--- src/rtl/can_flt_pkg.sv ---
package can_flt_pkg;
  localparam int ID_BYTES  = 4;
  localparam int STD_BYTES = 2;
  localparam int BYTE_W    = 8;
  localparam int BYTE_IDX_W = $clog2(ID_BYTES);
  typedef logic [BYTE_W-1:0] byte_t;
endpackage

--- src/rtl/can_flt_regs.sv ---
module can_flt_regs
  import can_flt_pkg::*;
#(
  parameter int NUM_BANKS = 2,
  parameter int BANK_W    = 1,
  parameter int ADDR_W    = 4
) (
  input  logic                                    clk_i,
  input  logic                                    rst_ni,
  input  logic                                    wr_en_i,
  input  logic [ADDR_W-1:0]                       wr_addr_i,
  input  byte_t                                   wr_data_i,
  input  logic [ADDR_W-1:0]                       rd_addr_i,
  output byte_t                                   rd_data_o,
  input  logic                                    init_req_i,
  input  logic                                    init_ack_i,
  output logic [NUM_BANKS-1:0][ID_BYTES-1:0][BYTE_W-1:0] code_o,
  output logic [NUM_BANKS-1:0][ID_BYTES-1:0][BYTE_W-1:0] mask_o
);
  logic [NUM_BANKS-1:0][ID_BYTES-1:0][BYTE_W-1:0] code_q, mask_q;
  logic                  wr_ok;
  logic                  wr_sel_mask, rd_sel_mask;
  logic [BANK_W-1:0]     wr_bank, rd_bank;
  logic [BYTE_IDX_W-1:0] wr_byte, rd_byte;

  assign wr_ok       = wr_en_i & init_req_i & init_ack_i;
  assign wr_sel_mask = wr_addr_i[ADDR_W-1];
  assign wr_bank     = wr_addr_i[BYTE_IDX_W +: BANK_W];
  assign wr_byte     = wr_addr_i[BYTE_IDX_W-1:0];
  assign rd_sel_mask = rd_addr_i[ADDR_W-1];
  assign rd_bank     = rd_addr_i[BYTE_IDX_W +: BANK_W];
  assign rd_byte     = rd_addr_i[BYTE_IDX_W-1:0];

  for (genvar b = 0; b < NUM_BANKS; b++) begin : g_bank
    for (genvar k = 0; k < ID_BYTES; k++) begin : g_byte
      logic hit_this;
      assign hit_this = wr_ok && (32'(wr_bank) == b) && (32'(wr_byte) == k);
      always_ff @(posedge clk_i or negedge rst_ni) begin
        if (!rst_ni) begin
          code_q[b][k] <= '0;
          mask_q[b][k] <= '0;
        end else if (hit_this) begin
          if (wr_sel_mask) mask_q[b][k] <= wr_data_i;
          else             code_q[b][k] <= wr_data_i;
        end
      end
    end
  end

  always_comb begin
    rd_data_o = '0;
    if (32'(rd_bank) < NUM_BANKS) begin
      rd_data_o = rd_sel_mask ? mask_q[rd_bank][rd_byte] : code_q[rd_bank][rd_byte];
    end
  end

  assign code_o = code_q;
  assign mask_o = mask_q;

  AST_WR_LOCKED: assert property (@(posedge clk_i) disable iff (!rst_ni)
    !(init_req_i && init_ack_i) |=> ($stable(code_q) && $stable(mask_q)));
endmodule

--- src/rtl/can_flt_bank_match.sv ---
module can_flt_bank_match
  import can_flt_pkg::*;
(
  input  logic [ID_BYTES-1:0][BYTE_W-1:0] id_i,
  input  logic                            ext_i,
  input  logic [ID_BYTES-1:0][BYTE_W-1:0] code_i,
  input  logic [ID_BYTES-1:0][BYTE_W-1:0] mask_i,
  output logic                            hit_o
);
  logic [ID_BYTES-1:0] byte_ok;

  for (genvar k = 0; k < ID_BYTES; k++) begin : g_cmp
    localparam bit ALWAYS_USED = (k < STD_BYTES);
    logic  used;
    byte_t diff;
    assign used       = ALWAYS_USED ? 1'b1 : ext_i;
    // mask bit 1 = don't-care
    assign diff       = (id_i[k] ^ code_i[k]) & ~mask_i[k];
    assign byte_ok[k] = !used || (diff == '0);
  end

  assign hit_o = &byte_ok;
endmodule

--- src/rtl/can_flt_prio.sv ---
module can_flt_prio #(
  parameter int NUM_BANKS = 2,
  parameter int BANK_W    = 1
) (
  input  logic                 clk_i,
  input  logic                 rst_ni,
  input  logic                 strobe_i,
  input  logic [NUM_BANKS-1:0] hit_i,
  output logic                 accept_o,
  output logic                 ready_o,
  output logic [BANK_W-1:0]    bank_o
);
  logic [BANK_W-1:0] low_idx;
  logic              any_hit, take;

  always_comb begin
    low_idx = '0;
    for (int b = NUM_BANKS - 1; b >= 0; b--) begin
      if (hit_i[b]) low_idx = BANK_W'(b);
    end
  end

  assign any_hit = |hit_i;
  assign take    = strobe_i & any_hit;

  always_ff @(posedge clk_i or negedge rst_ni) begin
    if (!rst_ni) begin
      accept_o <= 1'b0;
      ready_o  <= 1'b0;
      bank_o   <= '0;
    end else begin
      accept_o <= take;
      ready_o  <= take;
      bank_o   <= take ? low_idx : '0;
    end
  end

  AST_READY_NEEDS_STROBE: assert property (@(posedge clk_i) disable iff (!rst_ni)
    ready_o |-> $past(strobe_i));
  AST_REJECT_SILENT: assert property (@(posedge clk_i) disable iff (!rst_ni)
    (strobe_i && !any_hit) |=> (!ready_o && !accept_o));
  AST_LOWEST_BANK: assert property (@(posedge clk_i) disable iff (!rst_ni)
    (accept_o && bank_o != '0) |-> !$past(hit_i[0]));
  AST_IDLE_BANK_ZERO: assert property (@(posedge clk_i) disable iff (!rst_ni)
    !accept_o |-> (bank_o == '0));
endmodule

--- src/rtl/can_id_filter.sv ---
module can_id_filter
  import can_flt_pkg::*;
#(
  parameter int NUM_BANKS = 2,
  localparam int BANK_W   = (NUM_BANKS > 1) ? $clog2(NUM_BANKS) : 1,
  localparam int ADDR_W   = 1 + BANK_W + BYTE_IDX_W,
  localparam int ID_W     = ID_BYTES * BYTE_W
) (
  input  logic              clk_i,
  input  logic              rst_ni,
  input  logic [ID_W-1:0]   id_i,
  input  logic              ext_i,
  input  logic              frame_done_i,
  input  logic              wr_en_i,
  input  logic [ADDR_W-1:0] wr_addr_i,
  input  logic [BYTE_W-1:0] wr_data_i,
  input  logic [ADDR_W-1:0] rd_addr_i,
  output logic [BYTE_W-1:0] rd_data_o,
  input  logic              init_req_i,
  input  logic              init_ack_i,
  output logic              accept_o,
  output logic [BANK_W-1:0] hit_bank_o,
  output logic              rx_ready_o
);
  logic [NUM_BANKS-1:0][ID_BYTES-1:0][BYTE_W-1:0] code_w, mask_w;
  logic [ID_BYTES-1:0][BYTE_W-1:0]                id_bytes;
  logic [NUM_BANKS-1:0]                           bank_hit;

  assign id_bytes = id_i;

  can_flt_regs #(.NUM_BANKS(NUM_BANKS), .BANK_W(BANK_W), .ADDR_W(ADDR_W)) u_regs (
    .clk_i      (clk_i),
    .rst_ni     (rst_ni),
    .wr_en_i    (wr_en_i),
    .wr_addr_i  (wr_addr_i),
    .wr_data_i  (wr_data_i),
    .rd_addr_i  (rd_addr_i),
    .rd_data_o  (rd_data_o),
    .init_req_i (init_req_i),
    .init_ack_i (init_ack_i),
    .code_o     (code_w),
    .mask_o     (mask_w)
  );

  for (genvar b = 0; b < NUM_BANKS; b++) begin : g_match
    can_flt_bank_match u_match (
      .id_i   (id_bytes),
      .ext_i  (ext_i),
      .code_i (code_w[b]),
      .mask_i (mask_w[b]),
      .hit_o  (bank_hit[b])
    );
  end

  can_flt_prio #(.NUM_BANKS(NUM_BANKS), .BANK_W(BANK_W)) u_prio (
    .clk_i    (clk_i),
    .rst_ni   (rst_ni),
    .strobe_i (frame_done_i),
    .hit_i    (bank_hit),
    .accept_o (accept_o),
    .ready_o  (rx_ready_o),
    .bank_o   (hit_bank_o)
  );

  AST_QUIET_WITHOUT_STROBE: assert property (@(posedge clk_i) disable iff (!rst_ni)
    !frame_done_i |=> (!accept_o && !rx_ready_o));
endmodule

--- config.mk ---
export PLATFORM = sky130hd
export DESIGN_NAME = can_id_filter
export DESIGN_NICKNAME = d
export VERILOG_FILES = /design/src/rtl/can_flt_pkg.sv /design/src/rtl/can_flt_regs.sv /design/src/rtl/can_flt_bank_match.sv /design/src/rtl/can_flt_prio.sv /design/src/rtl/can_id_filter.sv
export SDC_FILE = /design/constraint.sdc
export NUM_CORES = 1
export LEC_CHECK = 0
export BUFFER_PORTS_ARGS = -buffer_cell sky130_fd_sc_hd__buf_2
export CORE_MARGIN = 1
export CORE_UTILIZATION = 66
export CTS_BUF_LIST = sky130_fd_sc_hd__clkbuf_4
export DETAILED_ROUTE_END_ITERATION = 7
export HOLD_SLACK_MARGIN = 0.02
export PLACE_DENSITY_LB_ADDON = 0.3
export SLEW_MARGIN = 20
export SYNTH_ARGS = -nofsm -noshare
export SYNTH_HDL_FRONTEND = slang
export SYNTH_HIERARCHICAL = 1
export SYNTH_SLANG_ARGS = --single-unit
--- constraint.sdc ---
create_clock -name clk_i -period 4.5 [get_ports clk_i]
set_input_delay 0.9 -clock clk_i [delete_from_list [all_inputs] [get_ports clk_i]]
set_output_delay 0.9 -clock clk_i [all_outputs]
set_load 0.005 [all_outputs]
* Word-level counts from Yosys, hierarchy flattened
Index checks and enable logic that the tools add are counted.
** Storage, ports and cells
- Flip-flop bits (word level) :: 130
- Latch bits :: 0
- RAM bits :: 0
- ROM bits :: 0
- Input port bits :: 55
- Output and inout port bits :: 11
- Logic and storage cells :: 107
- Memories kept :: 0
** Operators by class
- $add $sub $neg :: 0
- Multiply operators :: 0
- Divide/modulo/power cells :: 0
- Order comparisons :: 2
- Eq/ne operators :: 3
- Shift-type cells :: 0
- Muxes and demuxes :: 12
- Bitwise operators :: 29
- Reduce and logical (&&, ||, !) cells :: 43
** Operator list (number)
- $mux W32 :: 4
- $and A8 B8 Y8 :: 8
- $logic_not A8 Y1 :: 8
- $not A8 Y8 :: 8
- $xor A8 B8 Y8 :: 8
- $bmux W8 S2 :: 2
- $reduce_and A2 Y1 :: 16
- $mux W8 :: 3
- $logic_and A1 B1 Y1 :: 10
- $reduce_and A4 Y1 :: 2
- $eq A2 B2 Y1 const B :: 2
- $logic_or A1 B1 Y1 :: 4
- $and A1 B1 Y1 :: 3
- $lt A2 B3 Y1 const B :: 1
- $mux W1 :: 3
- $eq A2 B1 Y1 const B :: 1
- $logic_not A2 Y1 :: 1
- $lt A1 B2 Y1 const B :: 1
- $not A1 Y1 :: 2
- $reduce_or A2 Y1 :: 1
- $logic_not A1 Y1 :: 1

* Longest topological paths before layout
- Word-level depth :: 8
- Gate-level depth with buffers :: 6

* Modules after synthesis
The synthesis kept the hierarchy.
** Modules (own cells, without submodules)
- can_flt_regs :: times used 1, cells an instance 365, area each 5998.3 um^2, seq. area each 3203.1 um^2
- can_flt_bank_match :: times used 2, cells an instance 55, area each 417.9 um^2, seq. area each 0.0 um^2
- can_flt_prio :: times used 1, cells an instance 5, area each 73.8 um^2, seq. area each 50.0 um^2

* Least setup slack after synthesis
No wires, ideal clock.
- Kind :: input to output
- Start :: in rd_addr_i[2]
- End :: out rd_data_o[1]
- Data arrival time :: 2.076 ns
- Setup slack :: 1.524 ns
- Stages :: 5
- Path buffers :: 2
- Path through :: buf_2 -> buf_2 -> mux4_2 -> a22oi_1 -> nand2_1
** On the way
- Cells in the longest elaborated chain, start to end :: 5
** RTL lines
- from (decl) :: line can_id_filter.sv:17 : input logic [ADDR_W-1:0] rd_addr_i,
- $mux W32 (not written as such) (2 in series) :: line can_flt_regs.sv:53 : rd_data_o = rd_sel_mask ? mask_q[rd_bank][rd_byte] : code_q[rd_bank][rd_byte];
- $bmux W8 S2 :: line can_flt_regs.sv:53
- $mux W8 (not written as such) :: line can_flt_regs.sv:53
- $mux W8 * :: line can_flt_regs.sv:53
- to (decl) :: line can_id_filter.sv:18 : output logic [BYTE_W-1:0] rd_data_o,
Mark *: on every way between the ends. The rest lies on a longest branch, timed or not. The select of a mux whose other input is x is not followed.

* Worst setup path after layout
- Start :: in rd_addr_i[2]
- End :: out rd_data_o[0]
The elaborated chain is that of the path after synthesis.

==> results.toml <==
[synth]
syn_nets = 535
synth_warnings = 6
ys_types = 28
synth.avg_cell_area_um2 = 14.4
syn_inst = 480
syn_area_um2 = 6910
ys_ff_latch = 130
synth-async-reset-ratio = 1.00
seq_area_frac_synth = 0.471
yosys_most_used_dff = "dfrtp_1"
synth_edf_count = 0

[route]
drc = 0
ant_nets = 0
vias = 4656
drtIter0Drc = 409
wl_per_cell_um = 25.9
wl_um = 17800
routed_via_density = 6.75
dr.pass1.iters = 4

[power_and_ir_drop]
power_density_nw_per_um2 = 392
ir_drop_mv = 0.283
power_leakage_nw = 3.41

[clocking]
postCtsSetupBuffers = 0
cts_tree = "built"
cts_resized = 0
cts_htree_levels = 4
clock_sinks = 130
insertion_delay_ns = 0.55
cts_buffer_depth = 2
ctsHoldBuffers = 0
cts-buffers-inserted = 17
cts.clk_slew.worst_paths_ns = 0.12
cts_root_buf = "clkbuf_4"

[place]
io_buffers = 65
place_area_um2 = 7310
dp_hpwl_um = 12600
place.gp.congestion = 0.901

[die]
rows = 36
die_area_um2 = 10900
ios = 66
core_area_um2 = 9950
die_w_um = 104
fp.dieH_um = 104
initial_core_util = 0.694

[global_routing]
first_global_vias = 4964
gr-total-overflow = 0
grt_max_degree = 70
antenna_found_initial = 0
grt_pass1_wl_um = 28200
grtUsageTotal = 0.358

[critical_path]
cp.required_ns = 3.60
cp-start-kind = "input port"
crit_type = "in -> out"
r2r_cells = 6
worst-path-max-fanout = 14
cp.arrival_ns = 2.64
endpoint_kind = "primary output"

[final_layout]
num_antenna_cells = 0
fin_area_um2 = 7660
nets = 599
drive_gt1_frac = 0.503
syn2layout_area_growth_pct = 10.9

[timing]
slew_headroom = 0.365
period_minus_slack_ns = 3.54
timing.final.crit_share = 0.787
rsz0062_at_grt = "no"
fin_tns_setup_ns = 0
maxSlewViolCount = 0
finalSetupViolCount = 0
final.setup_skew_ns = 0.0126
worst_pin_slew_ns = 0.945
max_freq_mhz = 282
finalHoldViolCount = 0

[outcome]
status = "completed"

[min_path]
hp-class = "in -> async"

[flow_run]
maxCapViolations = 0
-- report_power, final --
group | total (mW) | switching [mW] | internal [mW] | leakage, nW
clock network | 0.942 | 0.483 | 0.459 | 0.186
logic | 0.585 | 0.262 | 0.324 | 1.49
registers | 1.48 | 0.158 | 1.32 | 1.73
-- worst paths after layout --
path	startpoint	end	slack (ns)
setup / recovery	rd_addr_i[2]	rd_data_o[0]	0.96
hold / removal	rst_ni	u_regs/mask_o[19]$_DFFE_PN0P_	0.44
setup reg to reg	u_regs/code_o[28]$_DFFE_PN0P_	u_prio/bank_o$_DFF_PN0_	2.63
hold reg to reg	u_regs/mask_o[6]$_DFFE_PN0P_	u_regs/mask_o[6]$_DFFE_PN0P_	0.56
max in group asynchronous	rst_ni	u_regs/mask_o[46]$_DFFE_PN0P_	3.08
min in group clk_i	u_regs/mask_o[6]$_DFFE_PN0P_	u_regs/mask_o[6]$_DFFE_PN0P_	0.56
-- per-stage QoR --
stage                     setup WS [ns]  utilization  instances  hold WS [ns]  total power, mW
after global routing              0.854        0.769        690         0.449             3.13
after floorplan                    1.52            -        480         0.497             1.84
after global placement             1.01        0.734        658         0.511             2.04
after CTS                         0.964        0.769        690         0.429             3.02
after detailed placement          0.969        0.734        658         0.522             2.07
final                             0.959        0.769        690         0.440             3.00
-- cell type report --
class	count	area (µm²)
well taps	133	166
clock inverters	15	221
clock buffers	17	128
flip-flops and latches	130	3250
repair buffers	69	358
multi-input cells	326	3530
fillers	629	2290
-- cell usage in the layout, fill, tap and decap left out, drive strengths merged, types with 3 or more instances in the layout --
master / n
clkinv: 5
mux2: 128
nor3: 6
nor4: 10
clkbuf: 17
nor2b: 4
nand2: 13
bufinv: 4
xnor2: 64
buf: 69
mux4: 32
dfrtp: 130
a22oi: 16
nand3: 6
o22ai: 32
inv: 6
nand4: 3
-- Yosys cell counts, types with 2 or more instances --
| master | n | area [µm²] |
|---|---|---|
| dfrtp_1 | 130 | 3250 |
| mux2_2 | 128 | 1440 |
| xnor2_1 | 64 | 561 |
| mux4_2 | 32 | 721 |
| o22ai_1 | 32 | 200 |
| a22oi_1 | 16 | 120 |
| nand2_1 | 12 | 45.0 |
| clkbuf_1 | 11 | 41.3 |
| nor4_1 | 8 | 50.1 |
| nand3_2 | 6 | 60.1 |
| nor3_4 | 6 | 97.6 |
| buf_4 | 5 | 37.5 |
| buf_2 | 4 | 20.0 |
| nor2b_1 | 4 | 25.0 |
| buf_1 | 3 | 11.3 |
| nand4_4 | 3 | 63.8 |
| a21oi_1 | 2 | 10.0 |
| nand2b_1 | 2 | 12.5 |
| nor2_1 | 2 | 7.51 |
| nor4_4 | 2 | 42.5 |
-- state kept, by name (all words and copies together), names as in the netlist --
name	cells
u_regs/code_o	64
u_regs/mask_o	64
u_prio/ready_o	1
u_prio/bank_o	1
-- per-layer routing --
layer	routed length [µm]	global-route usage	up-vias	share of wire
li1	-	-	1966	-
met1	7140	0.464	2380	0.40
met2	8570	0.556	267	0.48
met3	1630	0.125	43	0.091
met4	508	0.143	0	0.028
met5	0	0	-	0
-- worst max-delay path, stage by stage --
cell	delay, ns
buf_2	0.36
buf_4	0.36
mux4_2	0.54
a22oi_1	0.22
nand2_1	0.11
buf_2	0.14
-- kinds of logic (layout without fill, tap and decap cells) --
family          count (synthesis)  count (layout)  synth area share
compound gates                 51              51            0.0489
xor+xnor                       64              64            0.0811
buf+inv                        24             101            0.0176
simple gates                   51              51            0.0685
mux                           160             160             0.313
flops                         130             130             0.471
Power figures use the tool's default switching activity.
